### config.mk
export PLATFORM = sky130hd
export DESIGN_NAME = mlb_ctrl
export DESIGN_NICKNAME = d
export VERILOG_FILES = /design/src/rtl/mlb_pkg.sv /design/src/rtl/mlb_down_counter.sv /design/src/rtl/mlb_decide.sv /design/src/rtl/mlb_result.sv /design/src/rtl/mlb_ctrl.sv
export SDC_FILE = /design/constraint.sdc
export NUM_CORES = 1
export LEC_CHECK = 0
export BUFFER_PORTS_ARGS = -buffer_cell sky130_fd_sc_hd__buf_2
export CAP_MARGIN = 30
export CORE_MARGIN = 2
export CORE_UTILIZATION = 51
export CTS_CLUSTER_DIAMETER = 30
export CTS_CLUSTER_SIZE = 40
export DETAILED_ROUTE_END_ITERATION = 16
export GPL_TIMING_DRIVEN = 0
export PLACE_DENSITY = 0.84
export SKIP_LAST_GASP = 1
export SYNTH_ARGS = -nofsm -noshare
export SYNTH_HDL_FRONTEND = slang
export SYNTH_SLANG_ARGS = --single-unit
### constraint.sdc
create_clock -name clk -period 3.2 [get_ports clk]
set_input_delay 0.16 -clock clk [delete_from_list [all_inputs] [get_ports clk]]
set_output_delay 0.16 -clock clk [all_outputs]
set_load 0.01 [all_outputs]
### src/rtl/mlb_pkg.sv
package mlb_pkg;

    // Phase the loop is in when a branch executes
    typedef enum logic [1:0] {
        PH_KERNEL = 2'd0,   // source iterations still starting
        PH_DRAIN  = 2'd1,   // pipeline emptying, more passes to come
        PH_EXIT   = 2'd2    // last pass, or already exited
    } loop_phase_e;

    // Result of one branch execution
    typedef struct packed {
        logic taken;
        logic stage_en;
        logic dec_kernel;
        logic dec_drain;
    } br_result_t;

    function automatic loop_phase_e classify(input logic kc_zero,
                                             input logic dc_zero,
                                             input logic dc_one);
        if (!kc_zero)                 return PH_KERNEL;
        else if (!dc_zero && !dc_one) return PH_DRAIN;
        else                          return PH_EXIT;
    endfunction

    function automatic br_result_t resolve(input loop_phase_e ph,
                                           input logic dc_zero);
        br_result_t r;
        r = '0;
        unique case (ph)
            PH_KERNEL: begin
                r.taken      = 1'b1;
                r.stage_en   = 1'b1;
                r.dec_kernel = 1'b1;
            end
            PH_DRAIN: begin
                r.taken     = 1'b1;
                r.dec_drain = 1'b1;
            end
            default: begin
                // final pass: drain reaches zero unless it already is zero
                r.dec_drain = !dc_zero;
            end
        endcase
        return r;
    endfunction

endpackage

### src/rtl/mlb_down_counter.sv
module mlb_down_counter #(
    parameter int CW = 16
) (
    input  logic          clk,
    input  logic          rst,
    input  logic          load,
    input  logic [CW-1:0] init,
    input  logic          dec,
    output logic [CW-1:0] value,
    output logic          is_zero,
    output logic          is_one
);
    localparam logic [CW-1:0] ONE = CW'(1);

    logic [CW-1:0] cnt_q;

    always_ff @(posedge clk) begin
        if (rst)
            cnt_q <= '0;
        else if (load)
            cnt_q <= init;
        else if (dec && cnt_q != '0)
            cnt_q <= cnt_q - ONE;
    end

    assign value   = cnt_q;
    assign is_zero = (cnt_q == '0);
    assign is_one  = (cnt_q == ONE);

    // a counter at zero never wraps when asked to count down
    a_r6_no_wrap: assert property (@(posedge clk) disable iff (rst)
        (value == '0 && dec && !load) |=> (value == '0));

    // a load lands the init value
    a_r2_load_value: assert property (@(posedge clk) disable iff (rst)
        load |=> (value == $past(init)));

endmodule

### src/rtl/mlb_decide.sv
module mlb_decide (
    input  logic               kc_zero,
    input  logic               dc_zero,
    input  logic               dc_one,
    output mlb_pkg::br_result_t res
);
    import mlb_pkg::*;

    loop_phase_e phase;

    always_comb begin
        phase = classify(kc_zero, dc_zero, dc_one);
        res   = resolve(phase, dc_zero);
    end

    // the stage bit and a kernel decrement go together
    always_comb begin
        a_r3_stage_with_kernel: assert (res.stage_en == res.dec_kernel);
    end

endmodule

### src/rtl/mlb_result.sv
module mlb_result (
    input  logic               clk,
    input  logic               rst,
    input  logic               load,
    input  logic               fire,
    input  mlb_pkg::br_result_t res,
    output logic               taken,
    output logic               stage_en,
    output logic               rotate,
    output logic               done
);
    logic taken_q, stage_q, rot_q, done_q;

    always_ff @(posedge clk) begin
        if (rst) begin
            taken_q <= 1'b0;
            stage_q <= 1'b0;
            rot_q   <= 1'b0;
        end else begin
            taken_q <= fire & res.taken;
            stage_q <= fire & res.stage_en;
            rot_q   <= fire;
        end
    end

    always_ff @(posedge clk) begin
        if (rst)
            done_q <= 1'b0;
        else if (load)
            done_q <= 1'b0;
        else if (fire && !res.taken)
            done_q <= 1'b1;
    end

    assign taken    = taken_q;
    assign stage_en = stage_q;
    assign rotate   = rot_q;
    assign done     = done_q;

    // taken and stage bit only appear with a rotate pulse
    a_r7_qualified: assert property (@(posedge clk) disable iff (rst)
        (taken || stage_en) |-> rotate);

    // done holds until a load
    a_r9_done_hold: assert property (@(posedge clk) disable iff (rst)
        (done && !load) |=> done);

endmodule

### src/rtl/mlb_ctrl.sv
module mlb_ctrl #(
    parameter int CW = 16
) (
    input  logic          clk,
    input  logic          rst,
    input  logic          load_i,
    input  logic [CW-1:0] kc_init_i,
    input  logic [CW-1:0] dc_init_i,
    input  logic          br_i,
    output logic          taken_o,
    output logic          stage_en_o,
    output logic          rotate_o,
    output logic [CW-1:0] kc_o,
    output logic [CW-1:0] dc_o,
    output logic          done_o
);
    import mlb_pkg::*;

    logic       fire;
    logic       kc_zero, kc_one, dc_zero, dc_one;
    br_result_t res;

    // load has priority over a branch in the same cycle
    assign fire = br_i & ~load_i;

    mlb_down_counter #(.CW(CW)) u_kernel (
        .clk    (clk),
        .rst    (rst),
        .load   (load_i),
        .init   (kc_init_i),
        .dec    (fire & res.dec_kernel),
        .value  (kc_o),
        .is_zero(kc_zero),
        .is_one (kc_one)
    );

    mlb_down_counter #(.CW(CW)) u_drain (
        .clk    (clk),
        .rst    (rst),
        .load   (load_i),
        .init   (dc_init_i),
        .dec    (fire & res.dec_drain),
        .value  (dc_o),
        .is_zero(dc_zero),
        .is_one (dc_one)
    );

    mlb_decide u_decide (
        .kc_zero(kc_zero),
        .dc_zero(dc_zero),
        .dc_one (dc_one),
        .res    (res)
    );

    mlb_result u_result (
        .clk     (clk),
        .rst     (rst),
        .load    (load_i),
        .fire    (fire),
        .res     (res),
        .taken   (taken_o),
        .stage_en(stage_en_o),
        .rotate  (rotate_o),
        .done    (done_o)
    );

    // kernel phase counts the kernel counter down, drain untouched
    a_r3_kernel_step: assert property (@(posedge clk) disable iff (rst)
        (br_i && !load_i && kc_o != '0) |=>
            (stage_en_o && taken_o && kc_o == CW'($past(kc_o) - 1'b1)
             && dc_o == $past(dc_o)));

    // drain phase keeps the branch taken while more than one pass is left
    a_r4_drain_step: assert property (@(posedge clk) disable iff (rst)
        (br_i && !load_i && kc_o == '0 && dc_o > CW'(1)) |=>
            (!stage_en_o && taken_o && dc_o == CW'($past(dc_o) - 1'b1)));

    // last drain pass falls through
    a_r5_exit: assert property (@(posedge clk) disable iff (rst)
        (br_i && !load_i && kc_o == '0 && kc_one == 1'b0 && dc_o == CW'(1)) |=>
            (!taken_o && rotate_o && dc_o == '0 && done_o));

    // a load beside a branch gives no rotate
    a_r8_load_wins: assert property (@(posedge clk) disable iff (rst)
        load_i |=> !rotate_o);

    // every rotate pulse traces back to a branch
    a_r7_rotate_source: assert property (@(posedge clk) disable iff (rst)
        rotate_o |-> $past(br_i && !load_i));

endmodule

Yosys cells after proc, flatten, opt, wreduce, memory -nomap -nowiden
Cells that the tools add are included.

Output and inout port bits: 36. Input bits: 36. Flip-flop bits (word level): 36. Logic and storage cells: 41.

Reductions and logical operators: 16. Mux-type cells: 9. Bitwise logic cells: 6. Equal/unequal tests: 2. Add/sub/neg operators: 2.

Operator list (count): two-way mux 16 bit (4); logical NOT 16 bit (2); nonzero test 16 bit (2); subtractor 16 x 1 -> 16 bit (second input constant) (2); equality test 16 x 1 -> 1 bit (second input constant) (1); two-way mux 2 bit (3); AND 1 bit (5); logical AND 1 bit (4); nonzero test 2 bit (2); OR reduction 2 bit (2); logical NOT 1 bit (3); equality test 2 x 1 -> 1 bit (second input constant) (1); logical NOT 2 bit (1); case mux 1 bit (2 select lines) (1); two-way mux 1 bit (1); NOT 1 bit (1).

Logic depth before layout (Yosys ltp)
Gate-level depths: netlist of run 1.

Depth in word-level cells: 11. Gate-level depth with buffers: 8. Mapped depth without buffers: 7.

By module
A second synthesis of run 1 with hierarchy kept.

Cell total of the unflattened synthesis: 261. Area, all modules: 2124.5 um2.

By module, submodules not included: mlb_down_counter (instances 2, seq. area each 320.3 um2, cells each 122, area an instance 974.7 um2); mlb_result (instances 1, seq. area each 80.1 um2, cells each 10, area an instance 123.9 um2); mlb_ctrl (instances 1, seq. area each 0.0 um2, cells each 3, area an instance 28.8 um2); mlb_decide (instances 1, seq. area each 0.0 um2, cells each 4, area an instance 22.5 um2).

Least setup slack after synthesis of run 1
Ideal clock, no wire load.

Kind: reg2reg. Start: register u_kernel.cnt_q[11], in the netlist u_kernel.value[11]. End: register u_drain.cnt_q[10], in the netlist u_drain.value[10]. Required time: 3067 ps. Path buffers: 1. Slack: 1064 ps. Stages on the path, launching flop included: 7. Period minus slack after synthesis: 2136 ps. Arrival: 2004 ps. Setup time: 133 ps. Path through: dfxtp_1 or4_4 nand4bb_4 buf_6 or3_1 o311ai_1 a31oi_1.

Word-level cells in the longest chain between the ends: 7. Elaborated cells between the ends (all ways): 8. Those cells by class: eq/ne (1); mux (2); bitwise (1); reduce/logical (4).

RTL lines: start: declaration (RTL line mlb_down_counter.sv:15) `logic [CW-1:0] cnt_q;`; start signal: assignment (RTL line mlb_down_counter.sv:21) `cnt_q <= init;`; start signal: assignment (RTL line mlb_down_counter.sv:23) `cnt_q <= cnt_q - ONE;`; logical NOT 16 bit * (RTL line mlb_down_counter.sv:27) `assign is_zero = (cnt_q == '0);`; two-way mux 2 bit * (RTL line mlb_pkg.sv:21) `if (!kc_zero) return PH_KERNEL;`; equality test 2 x 1 -> 1 bit or logical NOT 2 bit (tied branches) (RTL line mlb_pkg.sv:30) `unique case (ph)`; case mux 1 bit (2 select lines) * (RTL line mlb_pkg.sv:30); AND 1 bit * (RTL line mlb_ctrl.sv:42) `.dec (fire & res.dec_drain),`; logical AND 1 bit * (RTL line mlb_down_counter.sv:22) `else if (dec && cnt_q != '0)`; nonzero test 2 bit (no line) *; end signal: assignment (RTL line mlb_down_counter.sv:21); end signal: assignment (RTL line mlb_down_counter.sv:23); end: declaration (RTL line mlb_down_counter.sv:15).

Mark *: on every way between the ends. The rest lies on a longest branch, timed or not. A chain may end at the register's enable or synchronous reset.

Worst setup path in the final report of run 1
Start: register u_drain.cnt_q[8], in the netlist u_drain.value[8]. End: register u_drain.cnt_q[15], in the netlist u_drain.value[15].

Word-level cells in the longest chain between the ends: 10. Elaborated cells between the ends (all ways): 17. Those cells by class: add/sub (1); eq/ne (2); mux (5); bitwise (1); reduce/logical (8).

RTL lines: equality test 16 x 1 -> 1 bit or logical NOT 16 bit (tied branches) (RTL line mlb_down_counter.sv:28, mlb_down_counter.sv:27); logical NOT 1 bit (on tied branches) (RTL line mlb_pkg.sv:22, mlb_pkg.sv:42); logical AND 1 bit (RTL line mlb_pkg.sv:22) `else if (!dc_zero && !dc_one) return PH_DRAIN;`; two-way mux 2 bit (RTL line mlb_pkg.sv:22); two-way mux 2 bit (RTL line mlb_pkg.sv:21); equality test 2 x 1 -> 1 bit or logical NOT 2 bit (tied branches) (RTL line mlb_pkg.sv:30); case mux 1 bit (2 select lines) (RTL line mlb_pkg.sv:30); AND 1 bit (RTL line mlb_ctrl.sv:42); logical AND 1 bit (RTL line mlb_down_counter.sv:22); nonzero test 2 bit (no line).

Several ways; a longest one is shown, not always the timed one. The select of a mux whose other input is x is not followed.

==> reports/metrics.csv, run 1 <==
stage;metric;value;unit
status;status;complete, no violations;
drt;Detail Route Antenna Nets;0;
global_route;GRT Total Usage;24.8;%
die;io pins;72;
die;Rows;23;
timing;Finish-stage setup viols;0;
global_route;vias in the first global route;2068;
timing;setup TNS;0;ps
critical_path;CP max stage delay;730;ps
hold_path;worst hold-check path type;input port to register;
die;Initial Utilization;53.6;%
critical_path;Crit Path Max Fanout;6;
critical_path;Worst setup EP type;register;
clock_network;TritonCTS clock tree;done;
clock_network;Post-CTS Setup Bufs;0;
pwr;Pleak;0.00108;uW
critical_path;cell with the most instances on the worst path;nor3b_1;
clock_network;CTS buffer count;5;
pwr;Cell Pwr Density;434;nW/um^2
critical_path;RR Endpoint;u_drain.value[15]$_SDFFE_PP0P_;
logic_synthesis;cell taking the most area after synthesis;dfxtp_1;
critical_path;Max stage delay cell, worst path;nor4_1;
logic_synthesis;ys flop type;dfxtp_1;
die;Die Wd;69.1;um
critical_path;Buf+Inv Stages, Crit Path;0;
run;# Max-Cap Violations;0;
timing;min Tclk post-route;2410;ps
die;die area;4770;um^2
pwr;worst IR drop on VDD;0.205;mV
timing;unrepaired setup endpoints after global routing;false;
placement;placed cell areas;2570;um^2
clock_network;clock sinks;36;
critical_path;WP data required;3400;ps
global_route;initial antenna violation count;0;
clock_network;Clock transition at path regs;70;ps
critical_path;Crit Path Class;register to register;
die;core area;4030;um^2
critical_path;worst path cell trace;nor4_1 -> nor3b_1 -> nor3b_1 -> a311oi_1 -> a2111oi_2;
drt;final WL;5.74;mm
drt;DRT Pass-1 Iters;4;
timing;final clock period utilization by the worst path;75.2;%
critical_path;Reg-to-Reg Start;u_drain.value[8]$_SDFFE_PP0P_;
drt;Via density;5.83;
critical_path;R2R cell count;5;
clock_network;clk buf depth;2;
final_layout;# fillers;355;
critical_path;r2r setup slk;790;ps
logic_synthesis;number of enable flip-flop cells after synthesis;0;
logic_synthesis;top cells by area, synth;dfxtp_1 33%, a211oi_1 8.3%, nor2_1 5.9%;
logic_synthesis;Yosys reg bits;36;
global_route;largest net degree at the start of global routing;11;
drt;Vias;2202;
placement;Placer Congestion;0.818;
logic_synthesis;Syn Inst Count;252;
clock_network;cts hold-fix bufs;0;
timing;Max Freq;415;MHz
pwr;Pwr Total;1160;uW
placement;DP HPWL;4.24;mm
hold_path;hold path start;dc_init_i[14];
global_route;first-pass GRT wire length;9.72;mm
final_layout;Area growth syn-to-layout;23.3;%
timing;hold slack;115;ps
logic_synthesis;top-area cell type share of the netlist area;33.4;%
logic_synthesis;Async SR Flop Fraction;0;%
logic_synthesis;register area share after synthesis;33.4;%
clock_network;root buffer cell;clkbuf_8;
final_layout;fin area;2660;um^2
logic_synthesis;syn_area_per_cell;8.57;um^2
timing;Setup Skew;5.28;ps
logic_synthesis;net count after synthesis;291;
clock_network;PostCTS Resize Cnt;0;
die;Die Ht;69.1;um
clock_network;worst-skew pair later-pin latency;290;ps
global_route;grt ovf;0;
hold_path;Hold Path End;u_drain.value[14]$_SDFFE_PP0P_;
logic_synthesis;yosys warns;0;
timing;Slew @ Worst Pin;819;ps
drt;initial drt markers;141;
drt;WL/cell;15.2;um
final_layout;final cell utilization of the core;66.1;%
timing;hold violation total from the final report;0;
hold_path;depth of the worst hold-timing path;3;
final_layout;Final Net Count;367;
placement;IO buf count;69;
critical_path;Critical Path AT;2610;ps
final_layout;antenna diode count;0;
logic_synthesis;Yosys cell types;52;
timing;Slew HR;44.9;%
clock_network;H-tree levels;2;
critical_path;cell family with most CP delay;simple AND/OR/NAND/NOR gates;
drt;Post-route DRC;0;
timing;Final Slew Violations;0;
critical_path;Worst setup SP type;register;
logic_synthesis;Synth Cell Area;2160;um^2
final_layout;fraction of layout cells with a size suffix above 1;29.3;%
==> worst max path at each step <==
stage / slack [ps] / cells past startpoint / end / from
2_1_floorplan: 1060 / 6 / u_drain.value[10]$_SDFFE_PP0P_ / u_kernel.value[11]$_SDFFE_PP0P_
3_3_place_gp: 870 / 5 / u_drain.value[14]$_SDFFE_PP0P_ / u_drain.value[4]$_SDFFE_PP0P_
3_5_place_dp: 780 / 5 / u_drain.value[15]$_SDFFE_PP0P_ / u_drain.value[8]$_SDFFE_PP0P_
4_1_cts: 770 / 5 / u_drain.value[15]$_SDFFE_PP0P_ / u_drain.value[8]$_SDFFE_PP0P_
5_1_grt: 570 / 5 / u_drain.value[12]$_SDFFE_PP0P_ / u_drain.value[4]$_SDFFE_PP0P_
6_report: 790 / 5 / u_drain.value[15]$_SDFFE_PP0P_ / u_drain.value[8]$_SDFFE_PP0P_
==> synthesized netlist by cell type (2+ instances only) <==
cell / number
dfxtp_1: 36
nor2_1: 34
a211oi_1: 24
xnor2_1: 14
clkbuf_1: 13
nor3_1: 11
nor4_1: 11
inv_1: 9
nand4_1: 9
a21oi_1: 8
nand2_1: 8
xor2_1: 8
nand3_1: 5
nor3b_1: 5
nor2b_1: 4
o211ai_1: 4
a2111oi_2: 3
ha_1: 3
nand3b_1: 3
or3_1: 3
a311oi_1: 2
a31oi_1: 2
and3_1: 2
and4_2: 2
nor4_4: 2
==> per-layer routing <==
layer	vias up	part of all wire, %	GRT usage, %	wire length (um)
met5	-	0	0	0
met4	0	1.3	7.84	77
met3	10	6.6	5.56	380
met2	89	46	39.4	2660
met1	1011	46	33.4	2620
li1	1092	-	-	-
==> power breakdown <==
part           switching [uW]  internal, uW
clock network             165           192
registers                40.3           480
logic                     159           120
total                     365           792
==> sequential cells by signal, indices dropped and copies added (netlist names) <==
name               cells
u_result.done          1
u_kernel.value        16
u_result.rotate        1
u_drain.value         16
u_result.stage_en      1
u_result.taken         1
==> cell families after synthesis <==
kind of cell               share of synthesized area [%]
and+or+nand+nor                                     31.6
buffers and inverters                               4.98
xor gates and xnor gates                            8.92
adders and majority gates                           1.74
AOI/OAI and AO/OA                                   19.4
DFF                                                 33.4
==> placed cells by master, fill, tap and decap left out, drive strengths merged, types with 2 or more instances in the layout <==
cell	n
a2111oi	4
a211oi	25
a21oi	8
a311oi	2
a31oi	2
and3	2
and4	2
buf	72
clkbuf	21
dfxtp	36
ha	3
inv	9
nand2	9
nand3	5
nand3b	3
nand4	9
nor2	34
nor2b	4
nor3	11
nor3b	6
nor4	13
nor4b	2
o211ai	4
or3	4
xnor2	14
xor2	8
==> worst min-delay path: stages <==
cell	delay, ps
buf_2	90
inv_1	60
a2111oi_2	60
==> final cells by class <==
class                           instances  area [um^2]  area share, %
Timing Repair Buffer                   69          345           13.0
Clock buffer                            7         96.3           3.62
Multi-Input combinational cell        190         1330           50.0
Tap cell                               50         62.6           2.35
Inverter                                9         33.8           1.27
Buffer                                 17         73.8           2.77
Sequential cell                        36          721           27.1
==> per-stage QoR <==
step | setup WS (ps) | instances
final | 792 | 378
after global routing | 565 | 378
after CTS | 770 | 378
after detailed placement | 780 | 371
after global placement | 872 | 371
after floorplan | 1060 | 252
Power figures use the tool's default switching activity.
==> run 2, diff against run 1 <==
- CORE_UTILIZATION: 51 -> 46
- PLACE_DENSITY: 0.84 -> 0.8
- clock period: 3.2 -> 2.1 ns (I/O delays scaled with it)
==> run 2 against run 1 <==
Compared with the run above:
- the flow now finishes with violations (setup timing)
- sequential power up 55%
- count of clock-buffer cells in the layout grew 1
- core utilization fell by 0.099 points
- register-to-register slack lost 940 ps
- first-iteration DRC count is 71% higher
- cell count rose by 4.0%
- largest power group unchanged
- setup slack lost 940 ps
- die area is 10% higher
- wire length is 14% higher
- fmax is 7.3% higher
==> reports/metrics.csv, run 2 (synthesis results as in run 1) <==
stage;metric;value;unit
status;status;complete, but fails checks;
status;failing checks;setup timing;
final_layout;non-filler cells, final;393;
global_route;initial antenna violation count;0;
timing;hold violation total from the final report;0;
global_route;largest net degree at the start of global routing;11;
timing;final clock period utilization by the worst path;107;%
timing;setup TNS;-722;ps
clock_network;TritonCTS clock tree;done;
critical_path;Worst setup EP type;register;
timing;Finish-stage setup viols;11;
clock_network;root buffer cell;clkbuf_8;
final_layout;antenna diode count;0;
pwr;Pleak;0.00118;uW
placement;IO buf count;69;
global_route;GRT Total Usage;23.1;%
final_layout;Area growth syn-to-layout;35.9;%
timing;Slew @ Worst Pin;617;ps
timing;final worst slack;-143;ps
die;die area;5260;um^2
global_route;vias in the first global route;2105;
timing;min Tclk post-route;2240;ps
clock_network;clock sinks;36;
pwr;Cell Pwr Density;620;nW/um^2
clock_network;worst-skew pair later-pin latency;290;ps
drt;final WL;6.52;mm
clock_network;CTS buffer count;5;
clock_network;H-tree levels;2;
die;Die Ht;72.5;um
timing;Slew HR;58.9;%
critical_path;WP data required;2260;ps
drt;initial drt markers;241;
clock_network;cts hold-fix bufs;0;
die;Initial Utilization;48.6;%
clock_network;Clock transition at path regs;70;ps
critical_path;Crit Path Class;register to register;
timing;Final Slew Violations;0;
drt;DRT Pass-1 Iters;4;
timing;Max Freq;446;MHz
timing;Setup Skew;1.53;ps
timing;unrepaired setup endpoints after global routing;true;
clock_network;clk buf depth;2;
drt;Detail Route Antenna Nets;0;
drt;Post-route DRC;0;
pwr;worst IR drop on VDD;0.282;mV
die;core area;4440;um^2
global_route;grt ovf;0;
critical_path;Crit Path Max Fanout;5;
die;Rows;24;
critical_path;Worst setup SP type;register;
pwr;Pwr Total;1820;uW
placement;placed insts;373;
final_layout;fraction of layout cells with a size suffix above 1;38.4;%
drt;Via density;6.04;
drt;WL/cell;16.6;um
final_layout;most frequent cells in the layout;69 x buf_2, 34 x dfxtp_1, 33 x nor2_1;
die;Die Wd;72.5;um
placement;DP HPWL;4.22;mm
critical_path;Critical Path AT;2400;ps
hold_path;worst hold-check path type;input port to register;
run;# Max-Cap Violations;0;
die;io pins;72;
final_layout;commonest non-fill, non-tap cell in the layout;buf_2;
global_route;first-pass GRT wire length;9.56;mm
placement;Placer Congestion;0.842;
drt;Vias;2372;
final_layout;Final Net Count;379;
[run 2: changes by cell type in the layout (fill, tap and decap cells not counted), sizes merged]
cell / delta
buf: +12
clkbuf: +1
[run 2: per-layer routing]
metal	GRT usage, %	wire, um	part of all wire [%]
met1	29.4	2700	41
met2	38.2	3210	49
met3	5.56	439	6.7
met4	7.61	165	2.5
met5	0	0	0
[run 2: what timing repair did]
action | 4_1_cts | 5_1_grt
setup buffers | 6 | 6
setup endpoints to repair | 32 | 31
gates resized for setup | 10 | 25
pin swaps | 6 | 18
gates cloned | 0 | 0
[run 2: final cells by class]
cell class,count,area (um^2)
fill,381,1510
multi-input combinational,190,1480
sequential,36,728
timing repair buffer,81,452
clock buffer,8,90.1
buffer,17,83.8
tap,52,65.1
inverter,9,33.8
[run 2: where the power goes]
group | internal [uW] | switching, uW
clock network | 267 | 246
registers | 731 | 74.3
logic | 224 | 275
total | 1220 | 595
[run 2: worst max-delay path, stage by stage (launching register included)]
cell and delay (ps):
dfxtp_4 350, or4_4 560, nand4bb_4 280, buf_6 170
nor4b_4 280, buf_4 190, and4_2 230, a2111oi_2 50
[run 2: stage by stage]
stage          hold slack (ps)  utilization [%]  worst slack [ps]  instance area, um^2
5_1_grt                   66.6             66.0              -245                 2930
3_3_place_gp               357             57.9              -211                 2570
4_1_cts                   61.8             62.0             -68.4                 2760
3_5_place_dp               368             57.9              -264                 2570
6_report                  53.9             66.0              -143                 2930
2_1_floorplan              250                -              10.2                 2160
[run 2: worst paths after layout]
check / endpoint / start / cells past startpoint / slack [ps]
worst max-delay path: u_drain.value[14]$_SDFFE_PP0P_ / u_kernel.value[12]$_SDFFE_PP0P_ / 7 / -140
worst min-delay path: u_drain.value[1]$_SDFFE_PP0P_ / dc_init_i[1] / 3 / 50
worst max register to register: u_drain.value[14]$_SDFFE_PP0P_ / u_kernel.value[12]$_SDFFE_PP0P_ / 7 / -140
worst min register to register: u_result.done$_SDFFE_PP0P_ / u_result.done$_SDFFE_PP0P_ / 2 / 530
==> run 3, diff against run 2 <==
- CORE_UTILIZATION: 46 -> 50
- PLACE_DENSITY: 0.8 -> 0.82
- clock period: 2.1 -> 2.3 ns (I/O delays scaled with it)
==> run 3 against run 2 <==
Compared with the run above:
- the flow now finishes without violations
- sequential power is 9.1% lower
- worst hold slack better by 12 ps
- final area is 6.0% lower
- total power is 11% lower
- sequential cell count stayed put
- fmax is 0.26% higher
- critical path depth is 1 lower
- cell count is 2.3% lower
- die area is 7.6% lower
- core utilization is 1.5 points higher
- non-clock buffer count is 7 lower
- sequential share of layout area is 1.3 points higher
- highest routed layer unchanged
==> reports/metrics.csv, run 3 (synthesis results as in run 1) <==
stage;metric;value;unit
die;die area;4860;um^2
hold_path;depth of the worst hold-timing path;3;
die;Die Wd;69.7;um
global_route;largest net degree at the start of global routing;11;
timing;Final Slew Violations;0;
clock_network;TritonCTS clock tree;done;
critical_path;Max stage delay cell, worst path;or3_1;
drt;initial drt markers;129;
global_route;initial antenna violation count;0;
timing;final clock period utilization by the worst path;97.3;%
pwr;Pwr Total;1610;uW
final_layout;Area growth syn-to-layout;27.8;%
pwr;Internal Power;1100;uW
clock_network;clock sinks;36;
pwr;Cell Pwr Density;583;nW/um^2
timing;hold violation total from the final report;0;
pwr;Pleak;0.00112;uW
timing;Setup Skew;6.94;ps
final_layout;Final Net Count;372;
final_layout;area occupied by multi-input gates;1390;um^2
clock_network;H-tree levels;2;
die;core area;4090;um^2
final_layout;fraction of layout cells with a size suffix above 1;31.7;%
die;Initial Utilization;52.8;%
critical_path;Reg-to-Reg Start;u_kernel.value[4]$_SDFFE_PP0P_;
drt;Detail Route Antenna Nets;0;
drt;DRT Pass-1 Iters;4;
critical_path;Crit Path Max Fanout;7;
critical_path;R2R cell count;6;
timing;Finish-stage setup viols;0;
timing;Slew HR;51.7;%
global_route;GRT Total Usage;23.8;%
critical_path;worst path cell trace;or3_1 -> or3_1 -> clkbuf_1 -> nor2_1 -> a311oi_1 -> a2111oi_2;
clock_network;Clock transition at path regs;70;ps
placement;Placer Congestion;0.841;
drt;final WL;5.77;mm
critical_path;Crit Path Class;register to register;
drt;Via density;5.74;
critical_path;Worst setup EP type;register;
status;status;complete, no violations;
timing;Max Freq;447;MHz
die;io pins;72;
drt;Vias;2206;
critical_path;cell with the most instances on the worst path;or3_1;
placement;DP HPWL;4.24;mm
die;Rows;23;
run;# Max-Cap Violations;0;
critical_path;Worst Setup SP;u_kernel.value[4]$_SDFFE_PP0P_;
timing;unrepaired setup endpoints after global routing;true;
global_route;first-pass GRT wire length;9.49;mm
critical_path;r2r setup slk;60;ps
critical_path;CP max stage delay;400;ps
final_layout;# fillers;368;
hold_path;Hold Path End;u_drain.value[1]$_SDFFE_PP0P_;
final_layout;commonest non-fill, non-tap cell in the layout;buf_2;
critical_path;WP data required;2490;ps
hold_path;worst hold-check path type;input port to register;
die;Die Ht;69.7;um
hold_path;hold path start;dc_init_i[1];
timing;Slew @ Worst Pin;718;ps
clock_network;CTS buffer count;5;
drt;Post-route DRC;0;
clock_network;worst-skew pair later-pin latency;290;ps
pwr;Sw Ratio;31.8;%
global_route;grt ovf;0;
drt;WL/cell;15.0;um
timing;final worst slack;62.7;ps
critical_path;RR Endpoint;u_drain.value[15]$_SDFFE_PP0P_;
final_layout;non-filler cells, final;384;
final_layout;most frequent cells in the layout;70 x buf_2, 36 x dfxtp_1, 34 x nor2_1;
clock_network;root buffer cell;clkbuf_8;
placement;pre-CTS setup slack;-134;ps
global_route;vias in the first global route;1985;
timing;setup TNS;0;ps
pwr;combinational share of power;25.6;%
pwr;clock share of power;28.9;%
final_layout;storage element area;721;um^2
pwr;Sw Pwr;511;uW
clock_network;clk buf depth;2;
placement;placed insts;371;
pwr;worst IR drop on VDD;0.316;mV
timing;hold slack;65.7;ps
critical_path;Buf+Inv Stages, Crit Path;1;
pwr;sequential power share;45.5;%
critical_path;Critical Path AT;2430;ps
critical_path;Worst setup SP type;register;
timing;min Tclk post-route;2240;ps
critical_path;cell family with most CP delay;simple AND/OR/NAND/NOR gates;
placement;IO buf count;69;
final_layout;antenna diode count;0;
[run 3: changes by cell type in the layout (fill, tap and decap cells not counted), sizes merged]
cell and delta:
buf -7
[run 3: through the flow]
step                util, %  area, um^2
global route           67.5        2760
finish                 67.5        2760
global placement       62.8        2570
floorplan                 -        2160
detailed placement     62.8        2570
CTS                    66.2        2700
[run 3: layout make-up]
| class | count | area share [%] |
|---|---|---|
| Clock buffer | 8 | 3.27 |
| Sequential cell | 36 | 26.1 |
| Tap cell | 50 | 2.27 |
| Multi-Input combinational cell | 190 | 50.4 |
| Timing Repair Buffer | 74 | 13.9 |
| Inverter | 9 | 1.22 |
| Buffer | 17 | 2.81 |
[run 3: timing repair]
action,CTS,global route
pin swaps,0,2
cloned,0,0
hold buffers,0,0
setup buffers,3,2
setup endpoints to repair,15,5
gates resized for setup,4,6
[run 3: metal layers]
metal | track usage, % | wire length (um)
met1 | 32.4 | 2640
met2 | 39.5 | 2750
met3 | 4.51 | 333
met4 | 4.49 | 42
met5 | 0 | 0
[run 3: power groups by stage]
stage                     sequential [uW]  clock, uW  combinational, uW
after floorplan                       750          0                241
after global placement                736          0                378
after detailed placement              737          0                387
after CTS                             727        470                404
after global routing                  740        498                454
final                                 733        465                412
[run 3: how the worst max path moves through the flow]
stage	endpoint	slack, ps	cells after the start
floorplan	u_drain.value[10]$_SDFFE_PP0P_	160	6
global placement	u_drain.value[14]$_SDFFE_PP0P_	-20	5
detailed placement	u_drain.value[10]$_SDFFE_PP0P_	-130	8
CTS	u_drain.value[10]$_SDFFE_PP0P_	20	6
global route	u_drain.value[10]$_SDFFE_PP0P_	-40	6
finish	u_drain.value[15]$_SDFFE_PP0P_	60	6
[run 3: worst reg2reg max path, stage by stage (launching register included)]
cell and delay, ps:
dfxtp_1 370, or3_1 410, or3_1 310, clkbuf_1 190
nor2_1 390, a311oi_1 190, a2111oi_2 300
